## src/rtl/spi_tgt_pkg.sv

```systemverilog
package spi_tgt_pkg;

  // number of bits in one word for the given length selection
  function automatic int word_len(input logic wide, input int code,
                                  input int maxw, input int minw);
    if (!wide) return minw;
    if (code == 0) return maxw;
    if (code < minw) return minw;
    return code;
  endfunction

  // bit position carried by the idx-th serial bit of a word
  function automatic int bit_pos(input logic lsb, input int len, input int idx);
    return lsb ? idx : (len - 1 - idx);
  endfunction

endpackage

```

## src/rtl/spi_tgt_sync.sv

```systemverilog
module spi_tgt_sync #(
  parameter int STAGES = 2
) (
  input  logic clk,
  input  logic rst_n,
  input  logic sck_i,
  input  logic mosi_i,
  input  logic sel_n_i,
  output logic mosi_s,
  output logic sel_s,
  output logic sck_rise,
  output logic sck_fall,
  output logic desel_ev
);
  logic [STAGES-1:0] sck_p, mosi_p, seln_p;
  logic sck_q, sel_q;

  generate
    if (STAGES == 1) begin : g_one
      always_ff @(posedge clk or negedge rst_n)
        if (!rst_n) begin
          sck_p <= '0; mosi_p <= '0; seln_p <= '1;
        end else begin
          sck_p <= sck_i; mosi_p <= mosi_i; seln_p <= sel_n_i;
        end
    end else begin : g_many
      always_ff @(posedge clk or negedge rst_n)
        if (!rst_n) begin
          sck_p <= '0; mosi_p <= '0; seln_p <= '1;
        end else begin
          sck_p  <= {sck_p[STAGES-2:0], sck_i};
          mosi_p <= {mosi_p[STAGES-2:0], mosi_i};
          seln_p <= {seln_p[STAGES-2:0], sel_n_i};
        end
    end
  endgenerate

  always_ff @(posedge clk or negedge rst_n)
    if (!rst_n) begin
      sck_q <= 1'b0;
      sel_q <= 1'b0;
    end else begin
      sck_q <= sck_p[STAGES-1];
      sel_q <= sel_s;
    end

  assign mosi_s   = mosi_p[STAGES-1];
  assign sel_s    = ~seln_p[STAGES-1];
  assign sck_rise = sck_p[STAGES-1] & ~sck_q;
  assign sck_fall = ~sck_p[STAGES-1] & sck_q;
  assign desel_ev = sel_q & ~sel_s;
endmodule

```

## src/rtl/spi_tgt_edge.sv

```systemverilog
module spi_tgt_edge (
  input  logic cpol,
  input  logic cpha,
  input  logic sck_rise,
  input  logic sck_fall,
  output logic sample_ev,
  output logic shift_ev
);
  logic lead_ev, trail_ev;

  always_comb begin
    lead_ev   = cpol ? sck_fall : sck_rise;
    trail_ev  = cpol ? sck_rise : sck_fall;
    sample_ev = cpha ? trail_ev : lead_ev;
    shift_ev  = cpha ? lead_ev : trail_ev;
  end
endmodule

```

## src/rtl/spi_tgt_core.sv

```systemverilog
module spi_tgt_core
  import spi_tgt_pkg::*;
#(
  parameter int MAXW = 16,
  parameter int CW   = 4,
  parameter int IW   = 5
) (
  input  logic            clk,
  input  logic            rst_n,
  input  logic            sel_s,
  input  logic            desel_ev,
  input  logic            sample_ev,
  input  logic            shift_ev,
  input  logic            mosi_s,
  input  logic            cpha,
  input  logic            lsb,
  input  logic [IW-1:0]   len,
  input  logic            tx_load,
  input  logic [MAXW-1:0] tx_word,
  output logic            miso_bit,
  output logic            rx_done,
  output logic [MAXW-1:0] rx_word,
  output logic            abort,
  output logic            fin
);
  logic [IW-1:0]   rcnt, scnt, didx;
  logic [MAXW-1:0] tx_q, rx_sr, rx_nxt;
  logic [CW-1:0]   rpos, dpos;
  logic            started, last_bit;

  always_comb begin
    rpos   = CW'(bit_pos(lsb, int'(len), int'(rcnt)));
    rx_nxt = rx_sr;
    rx_nxt[rpos] = mosi_s;
    if (cpha && scnt != '0) didx = scnt - IW'(1);
    else                    didx = scnt;
    if (didx >= len) didx = len - IW'(1);
    dpos     = CW'(bit_pos(lsb, int'(len), int'(didx)));
    miso_bit = tx_q[dpos];
    started  = (rcnt != '0) || (scnt != '0);
    last_bit = (rcnt == len - IW'(1));
  end

  always_ff @(posedge clk or negedge rst_n)
    if (!rst_n) begin
      rcnt <= '0; scnt <= '0; fin <= 1'b0;
      tx_q <= '0; rx_sr <= '0; rx_word <= '0;
      rx_done <= 1'b0; abort <= 1'b0;
    end else begin
      rx_done <= 1'b0;
      abort   <= 1'b0;
      if (!sel_s) begin
        rcnt  <= '0;
        scnt  <= '0;
        fin   <= 1'b0;
        rx_sr <= '0;
        if (desel_ev && started && !fin) begin
          abort <= 1'b1;
          tx_q  <= '0;
        end else if (tx_load) begin
          tx_q <= tx_word;
        end
      end else if (!fin) begin
        if (shift_ev && scnt != len) scnt <= scnt + IW'(1);
        if (sample_ev) begin
          rx_sr <= rx_nxt;
          if (last_bit) begin
            fin     <= 1'b1;
            rx_done <= 1'b1;
            rx_word <= rx_nxt;
          end else begin
            rcnt <= rcnt + IW'(1);
          end
        end
      end
    end
endmodule

```

## src/rtl/spi_tgt.sv

```systemverilog
module spi_tgt
  import spi_tgt_pkg::*;
#(
  parameter int MAXW        = 16,
  parameter int MINW        = 8,
  parameter int SYNC_STAGES = 2
) (
  input  logic                     clk,
  input  logic                     rst_n,
  input  logic                     sck_i,
  input  logic                     mosi_i,
  input  logic                     sel_n_i,
  input  logic                     cpol_i,
  input  logic                     cpha_i,
  input  logic                     lsb_first_i,
  input  logic                     wide_en_i,
  input  logic [$clog2(MAXW)-1:0]  wlen_code_i,
  input  logic                     tx_load_i,
  input  logic [MAXW-1:0]          tx_word_i,
  output logic                     miso_o,
  output logic                     miso_oe_o,
  output logic                     rx_done_o,
  output logic [MAXW-1:0]          rx_word_o,
  output logic                     abort_o
);
  localparam int CW = $clog2(MAXW);
  localparam int IW = $clog2(MAXW + 1);

  logic mosi_s, sel_s, sck_rise, sck_fall, desel_ev;
  logic sample_ev, shift_ev, miso_bit, fin;
  logic [IW-1:0] len;

  assign len = IW'(word_len(wide_en_i, int'(wlen_code_i), MAXW, MINW));

  spi_tgt_sync #(.STAGES(SYNC_STAGES)) u_sync (
    .clk(clk), .rst_n(rst_n), .sck_i(sck_i), .mosi_i(mosi_i),
    .sel_n_i(sel_n_i), .mosi_s(mosi_s), .sel_s(sel_s),
    .sck_rise(sck_rise), .sck_fall(sck_fall), .desel_ev(desel_ev)
  );

  spi_tgt_edge u_edge (
    .cpol(cpol_i), .cpha(cpha_i), .sck_rise(sck_rise), .sck_fall(sck_fall),
    .sample_ev(sample_ev), .shift_ev(shift_ev)
  );

  spi_tgt_core #(.MAXW(MAXW), .CW(CW), .IW(IW)) u_core (
    .clk(clk), .rst_n(rst_n), .sel_s(sel_s), .desel_ev(desel_ev),
    .sample_ev(sample_ev), .shift_ev(shift_ev), .mosi_s(mosi_s),
    .cpha(cpha_i), .lsb(lsb_first_i), .len(len), .tx_load(tx_load_i),
    .tx_word(tx_word_i), .miso_bit(miso_bit), .rx_done(rx_done_o),
    .rx_word(rx_word_o), .abort(abort_o), .fin(fin)
  );

  assign miso_oe_o = sel_s;
  assign miso_o    = sel_s & miso_bit;
endmodule

```

## config.mk

```make
export PLATFORM = sky130hd
export DESIGN_NAME = spi_tgt
export DESIGN_NICKNAME = d
export VERILOG_FILES = /design/src/rtl/spi_tgt_pkg.sv /design/src/rtl/spi_tgt_sync.sv /design/src/rtl/spi_tgt_edge.sv /design/src/rtl/spi_tgt_core.sv /design/src/rtl/spi_tgt.sv
export SDC_FILE = /design/constraint.sdc
export NUM_CORES = 1
export LEC_CHECK = 0
export ABC_AREA = 0
export BUFFER_PORTS_ARGS = -buffer_cell sky130_fd_sc_hd__clkbuf_2
export CORE_ASPECT_RATIO = 1.1
export CORE_UTILIZATION = 53
export DETAILED_ROUTE_END_ITERATION = 12
export GPL_TIMING_DRIVEN = 0
export PLACE_DENSITY = 0.82
export SKIP_CTS_REPAIR_TIMING = 1
export SKIP_LAST_GASP = 1
export SYNTH_ARGS = -nofsm -noshare
export SYNTH_HDL_FRONTEND = slang
export SYNTH_SLANG_ARGS = --single-unit
export TNS_END_PERCENT = 5
```

## constraint.sdc

```tcl
create_clock -name clk -period 4.7 [get_ports clk]
set_input_delay 0.235 -clock clk [delete_from_list [all_inputs] [get_ports clk]]
set_output_delay 0.235 -clock clk [all_outputs]
set_load 0.005 [all_outputs]
```

==> metrics, run 1 <==
outcome finished, violations left; failing checks setup timing; dpl ws -590.8 ps; # rows 33; area of the multi-input gates about 2400 µm²; worst relative slew slack approximately two fifths; register bit total from synthesis roughly 70; Synth async-reset ratio 100.0%; synthesized area per cell 9.194 µm²; layout cells sized above 1 25.19%; post-route ant nets 0; core area 7432 µm²; Max Cap Viol 0; routability cong. 0.8976; die area around 8000 µm²; Ports 50; Crit path depth 19; sequential area share after synthesis between 40% and 50%; Clk pin slew, worst setup/hold paths around 70 ps; crit path DAT 4820 ps; kind of critical path flop to output pin; fillers around 550; slowest stage delay, CP ~500 ps; root buffer cell clkbuf_8; routed len/inst 16.56 µm; clk sinks 69; worst-path maximum fanout 5; Pwr Density 325.2 nW/µm²; layout net count between 500 and 600; Peak VDD IR 260.5 µV; residual DRC count 0; Req. time, crit path roughly 4500 ps; final setup vio count 1; number of global-route vias before repair around 3,400; endpoint type of the worst setup path output pin; layout overhead on the synthesized area 21.71%; Vias/cell ~6; Worst Setup Start Kind flop; Synth warnings 0; leakage power between 2 and 2.5 nW; Post-Syn Area slightly above 4000 µm²; hold path cells 1; die width approximately 85 µm; Detailed Place HPWL 6544 µm; worst hold-check path type input pin to flop; Worst Tran Pin Value slightly above 900 ps; drt initial violations between 300 and 400; Fmax between 150 and 200 MHz; Worst path slowest cell or4b_4; gr ovfl total 0; Synth Net Count 490; RSZ-0062 raised after global routing true; crit path time final roughly 5000 ps; Global Route Usage Sum roughly a quarter; crit path cell chain inv_2 -> ha_4 -> or4b_4 -> nand2_4 -> mux2i_4 -> ha_4 -> a31oi_4 -> o21a_2 -> mux2i_4 -> ha_2 -> inv_2 -> fa_2 -> xnor2_2 -> a221oi_2 -> buf_4 -> mux4_2 -> nand3_2 -> a41oi_2 -> buf_2; storage element area around 1700 µm²; synthesized instance count around 440; final hold vios 0; Final period util 107.5%; first-pass GRT wire length about 16,000 µm; clock skew ~9 ps; Final WS setup -350.4 ps; Yosys cell types 57; CTS HTree Levels 3; Die Y-Extent roughly 94 µm; cts bufs inserted 9; initial antenna violation count 0; via count between 3,000 and 4,000; largest net degree at the start of global routing 70; Reg2Reg Depth 11; CP bufs+invs 4; Worst-Skew Late Latency roughly 350 ps; DRT Wirelength approximately 10,000 µm; Initial Util 54.68%; TritonCTS clock tree done; diodes inserted 0; Top delay family on crit path adder cells; Clock Path Buffers 2; Slew Limit Fails 0; Post-synth top flop dfrtp_1; IO Port Bufs 49; drt pass-1 iters 5; Core Util, Final between 60% and 70%; number of flops mapped to enable cells by yosys 0
[synthesized netlist by cell type, types with 2 or more instances]
master	count	area, µm²
dfrtp_1	67	1677
nor2b_1	4	25.02
nor2_1	42	157.7
nand4_1	4	25.02
nand2_1	56	210.2
a211oi_1	2	15.01
inv_1	15	56.30
buf_4	2	15.01
fa_1	2	40.04
mux4_1	3	78.83
ha_1	16	200.2
buf_2	2	10.01
a21o_1	3	22.52
a21oi_1	34	170.2
a31oi_1	9	56.30
dfstp_2	2	52.55
a21boi_0	2	15.01
xnor2_1	10	87.58
nor3_1	9	45.04
o21ai_0	2	10.01
clkbuf_1	15	56.30
mux2_2	3	33.78
mux2i_4	2	45.04
nand3_1	43	215.2
nand2b_1	7	43.79
o21ai_1	26	130.1
mux2i_1	21	210.2
xor2_1	9	78.83
o22ai_1	2	12.51
[layout by cell type, fill, tap and decap left out, types with 6 or more instances in the layout]
| cell type | Yosys | layout |
|---|---|---|
| nand2_1 | 56 | 56 |
| clkbuf_1 | 15 | 17 |
| a21oi_1 | 34 | 30 |
| ha_1 | 16 | 12 |
| mux2i_1 | 21 | 20 |
| dfrtp_1 | 67 | 65 |
| clkbuf_8 | 0 | 10 |
| xnor2_1 | 10 | 9 |
| nand3_1 | 43 | 39 |
| nor2_1 | 42 | 42 |
| clkbuf_2 | 0 | 47 |
| inv_1 | 15 | 11 |
| o21ai_1 | 26 | 25 |
| a31oi_1 | 9 | 8 |
| nand2b_1 | 7 | 6 |
| xor2_1 | 9 | 8 |
| buf_4 | 2 | 15 |
| nor3_1 | 9 | 9 |
[cell type report]
cell class | instances | area share (%)
clock buffers | 12 | 2.934
flip-flops and latches | 69 | 35.01
repair buffers | 66 | 8.146
inverters | 16 | 1.265
well taps | 87 | 2.201
plain buffers | 21 | 1.948
clock inverters | 4 | 0.9613
multi-input cells | 336 | 47.53
[final timing paths]
kind	start	endpoint	slack, ps
max reg2reg	u_core.rcnt[2]	u_core.rx_word[15]	1600
min in group asynchronous	rst_n	u_core.rx_done	450
min	sck_i	u_sync.sck_p[0]	7
max	u_core.scnt[1]	miso_o	-350
max in group asynchronous	rst_n	u_sync.seln_p[1]	3920
min reg2reg	u_sync.mosi_p[0]	u_sync.mosi_p[1]	350
[power by group]
part / internal [W] / switching (W)
Clock: 0.000258 / 0.000220
Sequential: 0.000640 / 0.0000299
Combinational: 0.000206 / 0.000255
[worst reg2reg max path, cell delays in order (launching register included)]
cell      delay (ps)
dfrtp_1          340
clkbuf_1         340
inv_1            200
ha_1             390
o21a_1           140
or3_1            320
a21oi_1          170
xnor2_1          180
buf_2            280
nand2b_1         360
o21ai_1          110
a31oi_1          200
[logic make-up (layout without fill, tap and decap cells)]
family,Yosys count,count (layout),share of synthesized area (%)
AOI/OAI and AO/OA,92,92,13.52
xor gates and xnor gates,20,20,4.495
adders and majority gates,18,18,5.911
buffers and inverters,37,119,3.848
DFF,69,69,42.55
muxes,30,30,9.606
and+or+nand+nor,176,176,20.07
[metrics by stage]
stage | area [µm²] | power [W] | hold slack (ps) | setup TNS [ps] | cells
3_3_place_gp | 4418 | 0.001022 | 323.6 | -369.5 | 578
6_report | 4946 | 0.001608 | 6.601 | -350.4 | 611
5_1_grt | 4946 | 0.001682 | 4.247 | -456.4 | 611
3_5_place_dp | 4448 | 0.001042 | 297.7 | -590.8 | 579
4_1_cts | 4641 | 0.001521 | -75.49 | -1044 | 595
2_1_floorplan | 4064 | 0.0009301 | -60.59 | 0 | 442
[layer usage]
metal	track usage (%)	up-vias	wire, µm	share of wire, %
met5	0	-	0	0
met4	8.611	0	305	3.0
met2	40.53	163	4999	49
li1	-	1700	-	-
met1	32.87	1740	4279	42
met3	3.866	39	533	5.3
[state kept, by name (all words and copies together) (netlist names), 2 cells and up]
| register | cells |
|---|---|
| u_core.rcnt | 5 |
| u_core.rx_word | 16 |
| u_core.tx_q | 16 |
| u_sync.mosi_p | 2 |
| u_sync.sck_p | 2 |
| u_sync.seln_p | 2 |
| u_core.rx_sr | 16 |
| u_core.scnt | 5 |
Note: power is estimated with default switching activity, not from simulation.
==> run 2, diff against run 1 <==
Settings changed: CORE_UTILIZATION 53 to 58, PLACE_DENSITY 0.82 to 0.85.
Clock period 4.7 ns to 5.3 ns, I/O delays scaled along.
==> metrics, run 2 (synthesis gave the netlist of run 1 again) <==
CTS HTree Levels 3; worst hold-check path type input pin to flop; commonest non-fill, non-tap cell in the layout dfrtp_1; worst-path maximum fanout 5; kind of critical path flop to output pin; final hold vios 0; commonest non-fill, non-tap cells in the layout 66 x dfrtp_1, 56 x nand2_1, 48 x clkbuf_2, 43 x nand3_1, 42 x nor2_1; largest net degree at the start of global routing 70; DRT Wirelength between 9000 and 10,000 µm; die width between 80 and 90 µm; gr ovfl total 0; placed cells about 570; routability cong. 0.8941; Initial Util 60.92%; slowest stage delay, CP 500 ps; Post-Layout Cell Count approximately 600; Die Y-Extent between 80 and 90 µm; layout overhead on the synthesized area 17.73%; fillers ~470; diodes inserted 0; core area 6671 µm²; area of the multi-input gates roughly 2200 µm²; Worst Setup Start Kind flop; Global Route Usage Sum between 20% and 30%; Clock Path Buffers 2; Clk pin slew, worst setup/hold paths approximately 70 ps; initial antenna violation count 0; crit path cell chain inv_2 -> ha_1 -> or4b_4 -> nand2_4 -> xnor2_2 -> ha_1 -> nand2b_1 -> a31oi_4 -> o21a_4 -> mux2i_4 -> ha_1 -> inv_1 -> fa_1 -> xnor2_1 -> a221oi_2 -> buf_4 -> mux4_1 -> nand3_1 -> a41oi_2 -> clkbuf_2; routed len/inst between 15 and 20 µm; storage element area 1730 µm²; # rows 31; Slew Limit Fails 0; Core Util, Final 71.72%; Peak VDD IR roughly 250 µV; drt pass-1 iters 7; leakage power 2.237 nW; Worst-Skew Late Latency approximately 350 ps; final setup vio count 0; worst relative slew slack a little under a third; RSZ-0062 raised after global routing false; post-route ant nets 0; Worst path slowest cell or4b_4; Pwr Density ~300 nW/µm²; endpoint type of the worst setup path output pin; Max Cap Viol 0; Req. time, crit path 5040 ps; clock skew between 7 and 8 ps; via count roughly 3,500; Ports 50; layout cells sized above 1 20.08%; clk sinks 69; layout net count 556; crit path DAT ~4800 ps; residual DRC count 0; first-pass GRT wire length between 15,000 and 20,000 µm; Final period util a little over nine tenths; most used cell, CP ha_1; Worst Tran Pin Value 1012 ps; IO Port Bufs between 40 and 50; Fmax roughly 200 MHz; TritonCTS clock tree done; Detailed Place HPWL roughly 6600 µm; Vias/cell slightly below 6; die area 7346 µm²; cts bufs inserted 9; number of global-route vias before repair between 3,000 and 4,000; outcome completed; crit path time final roughly 5100 ps; root buffer cell clkbuf_8; drt initial violations 284; Top Registers u_core.rx_sr x16, u_core.rx_word x16, u_core.tx_q x16
[run 2: changes by cell type in the layout (fill, tap and decap cells not counted), sizes merged]
cell	delta
inv	+1
dlygate4sd3	-1
clkinv	-1
bufinv	+1
buf	-11
[run 2: layout make-up]
type                    count  area share, %
clock buffers              11          3.164
flip-flops and latches     69          36.17
well taps                  82          2.144
clock inverters             5          1.700
repair buffers             55          6.642
plain buffers              21          2.014
inverters                  16          1.255
multi-input cells         336          46.91
[run 2: worst paths after layout]
kind / start / to / slack [ps] / cells after the start
worst min register to register: u_sync.mosi_p[0] / u_sync.mosi_p[1] / 350 / 0
max in group asynchronous: rst_n / u_sync.seln_p[0] / 4480 / 3
worst max register to register: u_core.rcnt[2] / u_core.rx_word[15] / 2270 / 11
min in group asynchronous: rst_n / u_core.scnt[4] / 470 / 3
worst min-delay path: mosi_i / u_sync.mosi_p[0] / 20 / 1
worst max-delay path: u_core.scnt[0] / miso_o / 190 / 20
[run 2: where the power goes]
| group | internal (W) | switching, W | leakage, nW |
|---|---|---|---|
| sequential | 0.000567 | 0.0000251 | 0.917 |
| combinational | 0.000151 | 0.000197 | 1.20 |
| clock | 0.000291 | 0.000204 | 0.116 |
| total | 0.00101 | 0.000426 | 2.24 |
[run 2: critical path, delay by kind of cell (launching register included)]
| family | cells | cell delay (ps) |
|---|---|---|
| AOI/OAI and AO/OA | 4 | 770 |
| xor gates and xnor gates | 2 | 300 |
| adders and majority gates | 4 | 1030 |
| buffers and inverters | 4 | 480 |
| DFF | 1 | 440 |
| muxes | 2 | 540 |
| and+or+nand+nor | 4 | 920 |
[run 2: per-layer routing]
layer / vias to the layer above / track usage (%) / part of all wire [%]
met5: - / 0 / 0
met4: 0 / 10.53 / 1.5
met3: 17 / 4.569 / 5.2
met2: 125 / 42.36 / 50
met1: 1686 / 34.85 / 43
li1: 1677 / - / -
[run 2: metrics by stage]
stage	hold slack, ps	area [µm²]	setup slack, ps	total power (W)	setup TNS (ps)
2_1_floorplan	-30.59	4064	789.3	0.0008248	0
3_3_place_gp	332.7	4412	256.9	0.0009047	0
3_5_place_dp	330.1	4442	71.28	0.0009240	0
4_1_cts	-37.81	4674	-328.9	0.001414	-328.9
5_1_grt	20.00	4785	5.222	0.001498	0
6_report	20.48	4785	192.1	0.001437	0
